<file path="src/rtl/pin_irq_pkg.sv">
package pin_irq_pkg;

  localparam int unsigned DEF_PINS = 16;
  localparam int unsigned DEF_EXT  = 15;

  // Event decision for one pin from its mode bits and its old/new levels.
  function automatic logic pin_event(
    input logic edge_mode,
    input logic one_edge,
    input logic pol,
    input logic old_lvl,
    input logic new_lvl
  );
    logic r;
    if (edge_mode) begin
      if (one_edge) r = pol ? (old_lvl & ~new_lvl) : (~old_lvl & new_lvl);
      else          r = old_lvl ^ new_lvl;
    end else begin
      r = new_lvl ^ pol;
    end
    return r;
  endfunction

  // Mask of pad-connected bit positions.
  function automatic logic [63:0] low_mask(input int unsigned n);
    logic [63:0] m;
    m = '0;
    for (int unsigned i = 0; i < 64; i++) begin
      if (i < n) m[i] = 1'b1;
    end
    return m;
  endfunction

endpackage

</file>
<file path="src/rtl/pin_sync.sv">
module pin_sync #(
  parameter int unsigned W = 16
) (
  input  logic         clk,
  input  logic         rst_n,
  input  logic [W-1:0] async_i,
  output logic [W-1:0] sync_o
);
  logic [W-1:0] meta_q;
  logic [W-1:0] stab_q;

  always_ff @(posedge clk or negedge rst_n) begin
    if (!rst_n) begin
      meta_q <= '0;
      stab_q <= '0;
    end else begin
      meta_q <= async_i;
      stab_q <= meta_q;
    end
  end

  assign sync_o = stab_q;
endmodule

</file>
<file path="src/rtl/pin_event_eval.sv">
module pin_event_eval
  import pin_irq_pkg::*;
#(
  parameter int unsigned W = 16
) (
  input  logic         clk,
  input  logic         rst_n,
  input  logic [W-1:0] live_i,
  input  logic [W-1:0] edge_i,
  input  logic [W-1:0] dual_i,
  input  logic [W-1:0] pol_i,
  input  logic [W-1:0] old_i,
  input  logic [W-1:0] new_i,
  output logic [W-1:0] evt_o
);
  for (genvar i = 0; i < W; i++) begin : g_pin
    assign evt_o[i] = live_i[i] &
                      pin_event(edge_i[i], dual_i[i], pol_i[i], old_i[i], new_i[i]);
  end

  // rising-only pins never fire on anything but 0->1
  assert_rise_only_R5: assert property (@(posedge clk) disable iff (!rst_n)
    (evt_o & edge_i & dual_i & ~pol_i & ~(new_i & ~old_i)) == '0);
  // falling-only pins never fire on anything but 1->0
  assert_fall_only_R5: assert property (@(posedge clk) disable iff (!rst_n)
    (evt_o & edge_i & dual_i & pol_i & ~(old_i & ~new_i)) == '0);
  // a live any-change pin never misses a change
  assert_any_change_R4: assert property (@(posedge clk) disable iff (!rst_n)
    (live_i & edge_i & ~dual_i & (old_i ^ new_i) & ~evt_o) == '0);
  // a live level pin fires whenever its level differs from polarity
  assert_level_hold_R6: assert property (@(posedge clk) disable iff (!rst_n)
    (live_i & ~edge_i & (new_i ^ pol_i) & ~evt_o) == '0);
endmodule

</file>
<file path="src/rtl/irq_merge.sv">
module irq_merge #(
  parameter int unsigned W = 16
) (
  input  logic         clk,
  input  logic         rst_n,
  input  logic [W-1:0] evt_i,
  input  logic [W-1:0] en_a_i,
  input  logic [W-1:0] en_b_i,
  output logic         irq_a_o,
  output logic         irq_b_o
);
  logic hit_a, hit_b;
  assign hit_a = |(evt_i & en_a_i);
  assign hit_b = |(evt_i & en_b_i);

  always_ff @(posedge clk or negedge rst_n) begin
    if (!rst_n) begin
      irq_a_o <= 1'b0;
      irq_b_o <= 1'b0;
    end else begin
      irq_a_o <= hit_a;
      irq_b_o <= hit_b;
    end
  end

  // each request pulse comes from an enabled event one cycle earlier
  assert_a_has_source_R7: assert property (@(posedge clk) disable iff (!rst_n)
    irq_a_o |-> ($past(evt_i & en_a_i) != '0));
  assert_b_has_source_R7: assert property (@(posedge clk) disable iff (!rst_n)
    irq_b_o |-> ($past(evt_i & en_b_i) != '0));
endmodule

</file>
<file path="src/rtl/pin_irq_detect.sv">
module pin_irq_detect
  import pin_irq_pkg::*;
#(
  parameter int unsigned NPINS    = DEF_PINS,
  parameter int unsigned EXT_PINS = DEF_EXT
) (
  input  logic             clk,
  input  logic             rst_n,
  input  logic [NPINS-1:0] pin_i,
  input  logic [NPINS-1:0] cfg_dir_i,
  input  logic [NPINS-1:0] cfg_inen_i,
  input  logic [NPINS-1:0] cfg_edge_i,
  input  logic [NPINS-1:0] cfg_dual_i,
  input  logic [NPINS-1:0] cfg_pol_i,
  input  logic [NPINS-1:0] en_a_i,
  input  logic [NPINS-1:0] en_b_i,
  output logic [NPINS-1:0] data_o,
  output logic             irq_a_o,
  output logic             irq_b_o
);
  localparam logic [63:0]      FULL_MASK = low_mask(EXT_PINS);
  localparam logic [NPINS-1:0] CONN_MASK = FULL_MASK[NPINS-1:0];

  logic [NPINS-1:0] sync_lvl;
  logic [NPINS-1:0] live;
  logic [NPINS-1:0] evt;
  logic [NPINS-1:0] data_q;

  pin_sync #(.W(NPINS)) u_sync (
    .clk     (clk),
    .rst_n   (rst_n),
    .async_i (pin_i),
    .sync_o  (sync_lvl)
  );

  assign live = cfg_dir_i & cfg_inen_i & CONN_MASK;

  pin_event_eval #(.W(NPINS)) u_eval (
    .clk    (clk),
    .rst_n  (rst_n),
    .live_i (live),
    .edge_i (cfg_edge_i),
    .dual_i (cfg_dual_i),
    .pol_i  (cfg_pol_i),
    .old_i  (data_q),
    .new_i  (sync_lvl),
    .evt_o  (evt)
  );

  // Only live bit positions take the new level.
  always_ff @(posedge clk or negedge rst_n) begin
    if (!rst_n) data_q <= '0;
    else        data_q <= (data_q & ~live) | (sync_lvl & live);
  end

  irq_merge #(.W(NPINS)) u_merge (
    .clk     (clk),
    .rst_n   (rst_n),
    .evt_i   (evt),
    .en_a_i  (en_a_i),
    .en_b_i  (en_b_i),
    .irq_a_o (irq_a_o),
    .irq_b_o (irq_b_o)
  );

  assign data_o = data_q;

  // non-live bits hold
  assert_inactive_hold_R2: assert property (@(posedge clk) disable iff (!rst_n)
    1'b1 |=> ((data_q ^ $past(data_q)) & ~$past(live)) == '0);
  // live bits take the previous synchronized level
  assert_sample_path_R3: assert property (@(posedge clk) disable iff (!rst_n)
    1'b1 |=> ((data_q ^ $past(sync_lvl)) & $past(live)) == '0);
  // unwired positions stay zero
  assert_unwired_zero_R8: assert property (@(posedge clk) disable iff (!rst_n)
    (data_q & ~CONN_MASK) == '0);
endmodule

</file>
<file path="config.mk">
export PLATFORM = sky130hd
export DESIGN_NAME = pin_irq_detect
export DESIGN_NICKNAME = d
export VERILOG_FILES = /design/src/rtl/pin_irq_pkg.sv /design/src/rtl/pin_sync.sv /design/src/rtl/pin_event_eval.sv /design/src/rtl/irq_merge.sv /design/src/rtl/pin_irq_detect.sv
export SDC_FILE = /design/constraint.sdc
export NUM_CORES = 1
export LEC_CHECK = 0
export BUFFER_PORTS_ARGS = -buffer_cell sky130_fd_sc_hd__buf_2
export CAP_MARGIN = 10
export CELL_PAD_IN_SITES_DETAIL_PLACEMENT = 1
export CELL_PAD_IN_SITES_GLOBAL_PLACEMENT = 1
export CORE_AREA = 3 3 113 88
export CTS_BUF_LIST = sky130_fd_sc_hd__clkbuf_16
export DETAILED_ROUTE_END_ITERATION = 8
export DIE_AREA = 0 0 116 91
export PLACE_DENSITY_LB_ADDON = 0.3
export SETUP_SLACK_MARGIN = 0.2
export SLEW_MARGIN = 20
export SYNTH_ARGS = -nofsm -noshare
export SYNTH_HDL_FRONTEND = slang
export SYNTH_HIERARCHICAL = 1
export SYNTH_SLANG_ARGS = --single-unit
</file>
<file path="constraint.sdc">
create_clock -name clk -period 2.15 [get_ports clk]
set_input_delay 0.1075 -clock clk [delete_from_list [all_inputs] [get_ports clk]]
set_output_delay 0.1075 -clock clk [all_outputs]
set_load 0.1 [all_outputs]
</file>
==> metrics <==
Num CTS Buffers 5; Lkg Pwr 2.39 nW; CTS tree done; Crit Path Max Fanout 3; hpwl dp approximately 6900 microns; vias in the first global route about 2.8k; Avg WL per Cell 15.1 microns; Worst Skew 5.15 ps; WP data required 2300 ps; Final #Nets between 500 and 600; Die ar. approximately 11,000 sq um; Core Rows 30; final setup fails 0; Max-Cap Viols 0; Worst Reg2Reg Path Length in Cells 8; max-slew violations 0; unrepaired setup endpoints after global routing true; Final Hold Viols 0; Die Width approximately 120 microns; core area 8930 sq um; Critical Path Sink u_merge/irq_a_o$_DFF_PN0_; Seq/Total Area, Yosys roughly 39%; Placer Congestion 0.788; main flop type after synthesis dfrtp_1; #FFs+latches synth 49; I/O pin count approximately 150; Clock Path Buffers 2; Total Routed Length 8310 microns; post-synthesis cell type count 17; layout cell share with drive strength beyond 1 a little over half; Clock Latency Late Sink approximately 280 ps; ANT nets after route 0; CTS clk-pin slew, worst paths 60 ps; non-filler cells in the finished layout roughly 550; Synth area leader dfrtp_1; Setup Crit Path Kind register to register; status finished, final reports clean; combinational group share of total power about a third; Post-Syn Area per Cell between 10 and 15 sq um; cell internal pwr just under 0.002 W; first-pass GRT wire length 13,200 microns; Die H between 90 and 100 microns; clock share of power 28.4%; CTS Sinks between 40 and 50; CP Launch Type register; worst reg2reg path endpoint u_merge/irq_a_o$_DFF_PN0_; Synth Warn # 6; sw power ~0.0011 W; Seq pwr share 36.8%; Power Dens Cells roughly 670 nW/um^2; Post-synth top cells dfrtp_1, ha_1, inv_1; Placed Cells 520; ranking of synthesized cells by area dfrtp_1, ha_1, mux2_4; starting density of the core a little over a third; slew margin rel. approximately 62%; Final Cycle Share a little over 90%; setup TNS 0 ps; P&R area growth vs syn 43.6%; grt total ovfl 0; drt pass-1 iters 4; Switching Share a little over a third; initial antenna violation count 1; cell with the most instances after synthesis dfrtp_1; Fmax 505 MHz; DRT iter0 DRCs between 40 and 50; DR vias 2,527; CTS Root Cell clkbuf_16; Synth async-reset ratio 100%; Cells after Synth around 260; largest net degree at the start of global routing 28; post-synth top area share between 30% and 40%; detail-routed via count per cell between 4 and 5; Post-Syn Area between 3000 and 4000 sq um; H-tree Lvls 2; post-layout min period 1980 ps; slew at the pin with the worst max-slew slack 569 ps; EDFF count, synth 0; Tightest Hold Check Type primary input to register; port bufs approximately 140; Max IR drop VDD about 0.34 mV; DRC viols 0; CP Capture Type register; reg-to-reg slack, setup around 170 ps; total track usage approximately 16%; CP arrival between 2000 and 2500 ps
[repair_timing]
item	CTS	global route
setup buffers	3	0
endpoints found under the hold margin	38	0
resized for setup	9	1
setup endpoints to repair	2	2
pin swaps	8	8
hold buffers	17	0
cloned	0	0
[power groups by stage]
stage / Combinational [W] / Sequential (W) / Clock [W]
2_1_floorplan: 0.000328 / 0.00148 / 0
3_3_place_gp: 0.000981 / 0.00111 / 0
3_5_place_dp: 0.00100 / 0.00112 / 0
4_1_cts: 0.00105 / 0.00110 / 0.000884
5_1_grt: 0.00112 / 0.00112 / 0.000917
6_report: 0.00104 / 0.00110 / 0.000849
[cells by family (layout without fill, tap and decap cells)]
group	Yosys count	after routing	share of synthesized area, %
mux	31	31	12.4
flops	49	49	39.5
other cells	1	6	0.121
xor+xnor	16	16	4.51
buf+inv	33	206	4.11
fa+ha+maj	32	32	12.9
compound gates	32	32	10.3
simple gates	65	65	16.2
[how the worst min path moves through the flow]
stage                    start                          end  slack [ps]  cells past startpoint
floorplan                rst_n                    async pin        -190                      0
global placement         rst_n  u_sync/meta_q[13]$_DFF_PN0_         130                      1
detailed placement       rst_n  u_sync/meta_q[13]$_DFF_PN0_         130                      1
CTS                 en_b_i[10]    u_merge/irq_b_o$_DFF_PN0_          70                      3
global route        en_b_i[10]    u_merge/irq_b_o$_DFF_PN0_          90                      3
finish              en_b_i[13]    u_merge/irq_b_o$_DFF_PN0_          80                      3
[final cells by class]
class / count / area [sq um]
clock inverters: 3 / 37.5
flip-flops and latches: 49 / 1270
fillers: 1007 / 4470
repair buffers: 166 / 941
inverters: 32 / 120
multi-input cells: 181 / 1820
clock buffers: 5 / 125
diodes: 1 / 2.50
well taps: 112 / 140
[cells in the final DEF (no fill, tap or decap), types with 8 or more instances in the layout]
| cell type | count |
|---|---|
| xnor2_1 | 16 |
| nand2b_1 | 16 |
| a22o_1 | 8 |
| and2_4 | 15 |
| ha_1 | 30 |
| nand2_1 | 16 |
| mux2i_1 | 16 |
| buf_2 | 144 |
| inv_1 | 32 |
| dfrtp_1 | 34 |
| a41o_1 | 16 |
| mux2_4 | 15 |
| nor3b_2 | 16 |
| dlygate4sd3_1 | 17 |
| dfrtp_4 | 10 |
| a221oi_2 | 8 |
[worst max-delay path, stage by stage (launching register included)]
cell and delay [ps]:
dfrtp_4 500, ha_4 160, mux2i_1 140, nand2_1 70, a41o_1 240, a22o_1 240
a221oi_2 270, buf_4 170, nand4_1 60
[routing by layer]
| metal | share of wire, % | track usage, % | vias to the layer above | routed length, microns |
|---|---|---|---|---|
| met5 | 0 | 0 | - | 0 |
| met4 | 0.23 | 2.03 | 0 | 19 |
| met3 | 7.2 | 3.66 | 2 | 600 |
| met2 | 47 | 26.4 | 88 | 3930 |
| met1 | 45 | 20.7 | 1186 | 3750 |
| li1 | - | - | 1251 | - |
[stage by stage]
stage / util (%) / power, W / setup WS (ps) / cell area (sq um) / hold slack (ps)
final: 49.9 / 0.00299 / 171 / 4460 / 84.0
after global placement: 45.3 / 0.00209 / -38.4 / 4050 / 129
after detailed placement: 45.3 / 0.00212 / -13.8 / 4050 / 131
after global routing: 49.9 / 0.00316 / 29.4 / 4460 / 92.1
after CTS: 49.9 / 0.00304 / 174 / 4460 / 71.3
after floorplan: - / 0.00181 / 220 / 3170 / -188
Power figures use the tool's default switching activity.
